<file path="config.mk">
export PLATFORM = sky130hd
export DESIGN_NAME = seg_limit_check
export DESIGN_NICKNAME = d
export VERILOG_FILES = /design/src/rtl/seg_chk_pkg.sv /design/src/rtl/seg_limit_check.sv
export SDC_FILE = /design/constraint.sdc
export NUM_CORES = 1
export LEC_CHECK = 0
export BUFFER_PORTS_ARGS = -buffer_cell sky130_fd_sc_hd__clkbuf_2
export CAP_MARGIN = 10
export CORE_MARGIN = 2
export CORE_UTILIZATION = 57
export DETAILED_ROUTE_END_ITERATION = 10
export PLACE_DENSITY_LB_ADDON = 0.05
export SETUP_SLACK_MARGIN = 0.2
export SYNTH_ARGS = -nofsm -noshare
export SYNTH_HDL_FRONTEND = slang
export SYNTH_SLANG_ARGS = --single-unit
</file>
<file path="constraint.sdc">
create_clock -name vclk -period 7.6
set_input_delay 1.52 -clock vclk [all_inputs]
set_output_delay 1.52 -clock vclk [all_outputs]
set_load 0.1 [all_outputs]
</file>
<file path="src/rtl/seg_chk_pkg.sv">
package seg_chk_pkg;
    // Check path chosen for one access
    typedef enum logic [2:0] {
        P_OFF     = 3'd0,  // real mode or 64-bit code: no checks
        P_UP_FLAT = 3'd1,  // expand-up, limit >= base
        P_UP_WRAP = 3'd2,  // expand-up, limit < base
        P_DN_FLAT = 3'd3,  // expand-down, limit >= base
        P_DN_WRAP = 3'd4   // expand-down, limit < base
    } chk_path_e;

    // Output register state
    typedef enum logic {
        O_RESET = 1'b0,
        O_VALID = 1'b1
    } out_state_e;
endpackage

</file>
<file path="src/rtl/seg_limit_check.sv">
module seg_limit_check
    import seg_chk_pkg::*;
#(
    parameter int AW = 32,
    parameter int SW = 4
) (
    input  chk_path_e     path,
    input  logic [AW-1:0] acc_addr,
    input  logic [SW-1:0] acc_size,
    input  logic [AW-1:0] seg_base,
    input  logic [AW-1:0] seg_limit,
    output logic          lim_fault
);
    localparam int EW = AW + 1;

    logic [EW-1:0] end_x;   // address + size, one bit wider
    logic [EW-1:0] lim_x;
    logic [EW-1:0] base_x;
    logic          end_past_lim;
    logic          addr_le_lim;
    logic          end_ge_base;
    logic          addr_lt_base;

    always_comb begin
        end_x  = {1'b0, acc_addr} + {{(EW-SW){1'b0}}, acc_size};
        lim_x  = {1'b0, seg_limit};
        base_x = {1'b0, seg_base};
        end_past_lim = lim_x < end_x;
        addr_le_lim  = acc_addr <= seg_limit;
        end_ge_base  = end_x >= base_x;
        addr_lt_base = acc_addr < seg_base;
        unique case (path)
            P_UP_FLAT: lim_fault = end_past_lim;
            P_UP_WRAP: lim_fault = end_past_lim && addr_lt_base;
            P_DN_FLAT: lim_fault = addr_le_lim && end_ge_base;
            P_DN_WRAP: lim_fault = addr_le_lim || end_ge_base;
            default:   lim_fault = 1'b0;
        endcase
    end
endmodule

</file>
Yosys cells after proc, flatten, opt, wreduce, memory -nomap -nowiden
Cells that the tools add are included.

$add $sub $neg: 1. Order comparisons: 4. Equality and inequality tests: 4. Multiplexer cells: 1. Reductions and logical operators: 3.

Operator list (count): $add 32x4->33 (1); $ge 33x32->1 (1); $lt 32x33->1 (1); $le 32x32->1 (1); $lt 32x32->1 (1); $eq 3x2->1 const B (2); $pmux 1 s4 (1); $eq 3x1->1 const B (1); $eq 3x3->1 const B (1); $logic_and 1x1->1 (2); $logic_or 1x1->1 (1).

Register bits: 0. Input bits: 103. Output and inout port bits: 1. Logic and storage cells: 13.

Longest topological paths before layout
Gate-level depths: netlist of run 1.

Word-level depth: 4. Gate-level depth with buffers: 18. Mapped depth without buffers: 18.

Worst setup path after synthesis of run 1
No wires, ideal clock.

Kind: input to output. Start point: input acc_addr[0]. End point: output lim_fault. Arrival time: 5.550 ns. Data required time: 6.080 ns. Path slack: 0.530 ns. Stages: 16. Path buffers: 0. Cells stage by stage: ha_1 fa_1 a21o_2 a21oi_1 nor2_1 and3_2 xor2_1 ha_1 nand2_1 nor4_1 inv_1 o221a_2 a211oi_1 nor3_4 a211oi_1 a311o_1.

Cells in the longest elaborated chain, start to end: 4. Elaborated cells between the ends (all ways): 9. Those cells by class: 1 x add/sub; 4 x order compare; 1 x mux; 3 x reduce/logical.

RTL lines: start, declared (RTL line seg_limit_check.sv:8) `input logic [AW-1:0] acc_addr,`; $add 32x4->33 (RTL line seg_limit_check.sv:25) `end_x = {1'b0, acc_addr} + {{(EW-SW){1'b0}}, acc_size};`; $ge 33x32->1 or $lt 32x33->1 (tied branches) (RTL line seg_limit_check.sv:30, seg_limit_check.sv:28); $logic_or 1x1->1 (tied with other cells) (RTL line seg_limit_check.sv:36) `P_DN_WRAP: lim_fault = addr_le_lim || end_ge_base;`; $pmux 1 s4 * (RTL line seg_limit_check.sv:32) `unique case (path)`; end, declared (RTL line seg_limit_check.sv:12) `output logic lim_fault`.

Every way passes the cells marked *; elsewhere a longest branch is shown, timed or not.

Worst setup path in the final report of run 1
Start point: input acc_addr[1]. End point: output lim_fault.

Same word-level chain as after synthesis.

==> metrics.cfg, run 1 <==
[global_route]
grt_max_degree=8
grt_pass1_wl_mm=17.06
grt_pass1_vias=3827
antenna_found_initial=0
overflow=0
grt_usage_pct=27.82

[power]
p_seq_share_pct=0
power_frac_comb_pct=100.0
p_clk_share_pct=0
p_leak_nw=2.672
powerDensity_mw_per_mm2=55.65
switching_power_mw=0.1396
p_sw_share_pct=55.91
p_int_mw=0.1101
irDropWorstVdd_mv=0.03721

[routing]
dr.pass1.iters=4
wl_per_cell_um=15.11
first_iter_violations=128
drcViolationCount=0
wl_mm=10.38
ant_nets=0
via_per_inst=5.799
vias=3984

[finish]
seq_cell_count=0
area_growth_pct=16.77
most-common-layout-cells=ha_1 (128), clkbuf_2 (103), inv_1 (94)
n_clock_buffer=0
antenna_cells=0
drive_above_1_share_pct=20.16
nNetsFinal=844
nFillCells=548
fin_area_sq_mm=0.004487
ff_latch_area_sq_um=0
final_common_cell=ha_1

[yosys]
yosysWarnings=0
avgSynthCellArea_sq_um=7.594
syn_inst=506
yosys.cell_types.count=56
synth_nets=738
seq_area_frac_synth_pct=0
yosys.area.top_type=ha_1
netlist_area_sq_mm=0.003842
synth_top_cell_area_share_pct=41.68
synth.area.top_cells=ha_1 (42%), inv_1 (9.2%), a21oi_1 (4.8%), a21o_1 (4.7%), xnor2_1 (4.1%)

[sta]
tightestPinTransition_ns=0.4650
hold_violations=0
setup_tns_ns=0
min_period_over_period_pct=93.17
rsz0062_at_grt=false
drv_slew=0
timing.fmax_ghz=0.1412
hold_ws_ns=3.660
setup_violations=0
period_minus_slack_ns=7.081
relSlewSlack_pct=68.82

[floorplan]
start_util_pct=59.83
die_w_um=86.11
core_sq_mm=0.006422
fp-row-count=29
io-pin-count=104
dieArea_sq_mm=0.007414
die_h_um=86.11

[worst_setup_path]
path_cells=clkbuf_2, ha_1, a21o_1, a21o_1, a21oi_1, nor3_2, nand2_1, nor2_2, and4_1, xnor2_1, ha_1, a21oi_1, o211ai_1, or4_1, o21a_1, o211ai_1, o211a_1, a311o_1, buf_4
required_ns=6.08
worstSetupPathType=primary input to output pin
endpoint_kind=output pin
crit_end=lim_fault
cp-start-kind=primary input
crit_path_top_delay_cell=or4_1
cp-startpoint=acc_addr[1]
max_stage_delay_ns=0.55
crit_arrival_ns=5.56
cp_max_fo=6

[placement]
dp_hpwl_mm=9.463
place.gp.congestion=0.9192
io_buffers=104
place_area_sq_mm=0.004462

[hold_path]
worstHoldStart=path[2]
min_path_type=primary input to output pin

[clocking]
cts_setup_buffers=0
cts-hold-fix-buffers=0

[outcome]
status=finished, final reports clean

[job]
cap_violations=0

[critical path: cells and delay by family]
| kind | cells | cell delay, ns |
|---|---|---|
| simple gates | 5 | 1.59 |
| compound gates | 9 | 1.30 |
| fa+ha+maj | 2 | 0.58 |
| buf+inv | 2 | 0.42 |
| xor+xnor | 1 | 0.16 |
[metal layers]
metal	wire [um]	track usage, %	part of all wire (%)	vias to the layer above
met4	239	6.349	2.3	0
li1	-	-	-	2057
met5	0	0	0	-
met1	4574	34.36	44	1803
met3	504	2.214	4.9	20
met2	5065	51.80	49	104
[through the flow]
stage / worst slack, ns / utilization [%] / total power [mW] / std cells
final: 0.5192 / 69.86 / 0.2497 / 687
after global routing: 0.2788 / 69.86 / 0.2835 / 687
after CTS: 0.3076 / 69.51 / 0.2487 / 687
after detailed placement: 0.2236 / 69.47 / 0.2463 / 687
after global placement: 0.3737 / 69.47 / 0.2370 / 687
after floorplan: 0.5303 / - / 0.1566 / 506
[layout make-up]
type | count | area [sq um] | share of cell area [%]
Tap cell | 77 | 96.34 | 2.147
Timing Repair Buffer | 104 | 523.0 | 11.66
Inverter | 94 | 352.8 | 7.864
Multi-Input combinational cell | 412 | 3515 | 78.33
[cells in the mapped netlist, drive strengths merged (3+ instances only)]
cell	count
a21o	25
a211oi	9
and3	10
ha	128
nand4	23
nand2	26
nand2b	3
nor2	18
and4	10
nand3	14
o211ai	5
o21bai	3
inv	94
xor2	18
and2	3
o21ai	18
nor3	7
a21oi	37
xnor2	18
nor3b	3
a2111oi	4
o21a	3
[cell families after synthesis]
logic type                 after synthesis  synth area share [%]
xor gates and xnor gates                36                 8.206
buffers and inverters                   94                 9.183
adders and majority gates              130                 42.46
muxes                                    1                0.3906
AOI/OAI and AO/OA                      119                 20.91
and+or+nand+nor                        126                 18.85
[power groups by stage]
stage	Clock, mW	Sequential [mW]	Combinational, mW
2_1_floorplan	0	0	0.157
3_3_place_gp	0	0	0.237
3_5_place_dp	0	0	0.246
4_1_cts	0	0	0.249
5_1_grt	0	0	0.283
6_report	0	0	0.250
[how the worst min path moves through the flow]
stage,end,slack [ns],depth (start not counted)
after floorplan,lim_fault,3.65,1
after global placement,lim_fault,3.64,3
after detailed placement,lim_fault,3.65,3
after CTS,lim_fault,3.65,3
after global routing,lim_fault,3.65,3
final,lim_fault,3.66,3
[what timing repair did]
action,CTS,global route
gates cloned,0,0
gates resized for setup,1,4
hold endpoints to repair,0,0
setup endpoints to repair,1,1
Note: power is estimated with default switching activity, not from simulation.
==> run 2: changes to the inputs <==
--- a/config.mk
+++ b/config.mk
@@ -5,12 +5,13 @@
 export SDC_FILE = /design/constraint.sdc
 export NUM_CORES = 1
 export LEC_CHECK = 0
-export BUFFER_PORTS_ARGS = -buffer_cell sky130_fd_sc_hd__clkbuf_2
+export BUFFER_PORTS_ARGS = -buffer_cell sky130_fd_sc_hd__buf_4
 export CAP_MARGIN = 10
 export CORE_MARGIN = 2
-export CORE_UTILIZATION = 57
+export CORE_UTILIZATION = 45
 export DETAILED_ROUTE_END_ITERATION = 10
 export PLACE_DENSITY_LB_ADDON = 0.05
+export REMOVE_ABC_BUFFERS = 1
 export SETUP_SLACK_MARGIN = 0.2
 export SYNTH_ARGS = -nofsm -noshare
 export SYNTH_HDL_FRONTEND = slang
==> run 2 against run 1 <==
  * Worst setup slack lost 0.0061 ns
  * Non-clock buffer count unchanged
  * First-iteration DRC count fell by 26%
  * Critical path depth grew 1
  * Count of clock-buffer cells in the layout is the same
  * Hold slack worse by 0.054 ns
  * Final area grew 6.4%
  * Via count is 1.7% lower
  * Wire length grew 1.3%
  * Combinational power grew 5%
  * Largest cell class unchanged
  * Largest power group unchanged
==> metrics.cfg, run 2 (same netlist as run 1, synthesis figures left out) <==
[sta]
drv_slew=0  ; unchanged
min_period_over_period_pct=93.25  ; about the same
relSlewSlack_pct=62.71  ; -6.1 points
setup_tns_ns=0  ; unchanged
hold_violations=0  ; unchanged
tightestPinTransition_ns=0.5563  ; +0.09137 ns
rsz0062_at_grt=false
setup_violations=0  ; unchanged
timing.fmax_ghz=0.1411  ; about the same
period_minus_slack_ns=7.087  ; +0.006074 ns

[routing]
wl_per_cell_um=14.71  ; -2.7%
drcViolationCount=0  ; unchanged
ant_nets=0  ; unchanged
via_per_inst=5.480  ; -5.5%
vias=3918  ; -1.7%
wl_mm=10.52  ; +1.3%
first_iter_violations=95  ; -26%
dr.pass1.iters=4  ; unchanged

[finish]
fin_area_sq_mm=0.004775  ; +6.4%
seq_cell_count=0  ; unchanged
drive_above_1_share_pct=20.16  ; unchanged
final_common_cell=ha_1
ff_latch_area_sq_um=0  ; unchanged
finish.utilization_pct=57.82  ; -12 points
area_growth_pct=24.26
nNetsFinal=844  ; unchanged
most-common-layout-cells=ha_1 (128), buf_4 (104), inv_1 (94)
n_clock_buffer=0  ; unchanged
antenna_cells=0  ; unchanged
nFillCells=826  ; +51%

[power]
irDropWorstVdd_mv=0.03312  ; -11%
powerDensity_mw_per_mm2=55.17  ; -0.87%
p_leak_nw=2.724  ; +1.9%

[hold_path]
holdPathEnd=lim_fault
min_path_cells=3  ; unchanged
min_path_type=primary input to output pin
worstHoldStart=path[2]

[floorplan]
die_h_um=96.41  ; +12%
fp-row-count=33  ; +14%
core_sq_mm=0.008258  ; +29%
start_util_pct=46.53  ; -13 points
dieArea_sq_mm=0.009294  ; +25%
io-pin-count=104  ; unchanged
die_w_um=96.41  ; +12%

[global_route]
overflow=0  ; unchanged
grt_pass1_vias=3759  ; -1.8%
grt_usage_pct=22.96  ; -4.9 points
antenna_found_initial=0  ; unchanged
grt_pass1_wl_mm=17.19  ; +0.73%
grt_max_degree=8  ; unchanged

[worst_setup_path]
cp_max_fo=6  ; unchanged
crit_path_top_delay_cell=a211oi_1
required_ns=6.08  ; about the same
path_buf_inv=2  ; unchanged
path_cells=buf_4, ha_1, a21o_1, a21o_1, a21oi_1, nor3_2, nand2_1, nor2_2, and4_1, xor2_1, ha_1, nand4_1, nor3_2, o21ai_0, o21bai_1, a211oi_1, nor3_4, a211oi_1, a311o_1, buf_4
crit_family=simple AND/OR/NAND/NOR gates
endpoint_kind=output pin
worstSetupPathType=primary input to output pin
max_stage_delay_ns=0.33  ; -0.22 ns
crit_arrival_ns=5.57  ; about the same
cp-start-kind=primary input

[outcome]
status=finished, final reports clean

[job]
cap_violations=0  ; unchanged

[placement]
io_buffers=104  ; unchanged
place.gp.congestion=0.9061  ; -1.4%
place_area_sq_mm=0.004755  ; +6.6%
dp_hpwl_mm=9.637  ; +1.8%

[clocking]
cts_setup_buffers=0  ; unchanged

==> run 2: cell count changes in the layout (fill, tap and decap cells not counted), sizes merged <==
cell	before	now
clkbuf	103	0
buf	1	104
==> run 2: through the flow <==
step	power, mW	worst slack, ns	instances	hold WS [ns]
global placement	0.2567	0.2621	715	3.608
floorplan	0.1566	0.5303	506	3.648
finish	0.2634	0.5131	715	3.606
CTS	0.2642	0.3363	715	3.613
detailed placement	0.2617	0.1938	715	3.613
global route	0.3019	0.2001	715	3.630
==> run 2: final cells by class <==
cell class / count / area, sq um / share of cell area, %
multi-input combinational: 412 / 3510 / 73.51
timing repair buffer: 104 / 780.7 / 16.35
tap: 105 / 131.4 / 2.752
inverter: 94 / 352.8 / 7.390
==> run 2: what timing repair did <==
action | 4_1_cts | 5_1_grt
gates resized for setup | 1 | 4
gates cloned | 0 | 0
setup endpoints to repair | 1 | 1
hold buffers | 0 | 0
endpoints found under the hold margin | 0 | 0
==> run 2: per-layer routing <==
metal	GRT usage (%)	share of wire [%]	vias up	wire length, um
li1	-	-	2051	-
met1	30.89	46	1770	4834
met4	2.700	1.4	0	150
met3	0.5431	4.1	13	432
met2	42.07	48	84	5098
met5	0	0	-	0
==> run 2: how the worst max path moves through the flow <==
stage	cells after the start	from	to
floorplan	16	acc_addr[0]	lim_fault
CTS	20	acc_addr[1]	lim_fault
finish	20	acc_addr[1]	lim_fault
global route	19	acc_addr[1]	lim_fault
global placement	19	acc_addr[1]	lim_fault
detailed placement	20	acc_addr[1]	lim_fault
==> run 2: report_power, final <==
group          switching [mW]  internal, mW  leakage (nW)
logic                   0.138         0.125          2.72
registers                   0             0             0
clock network               0             0             0
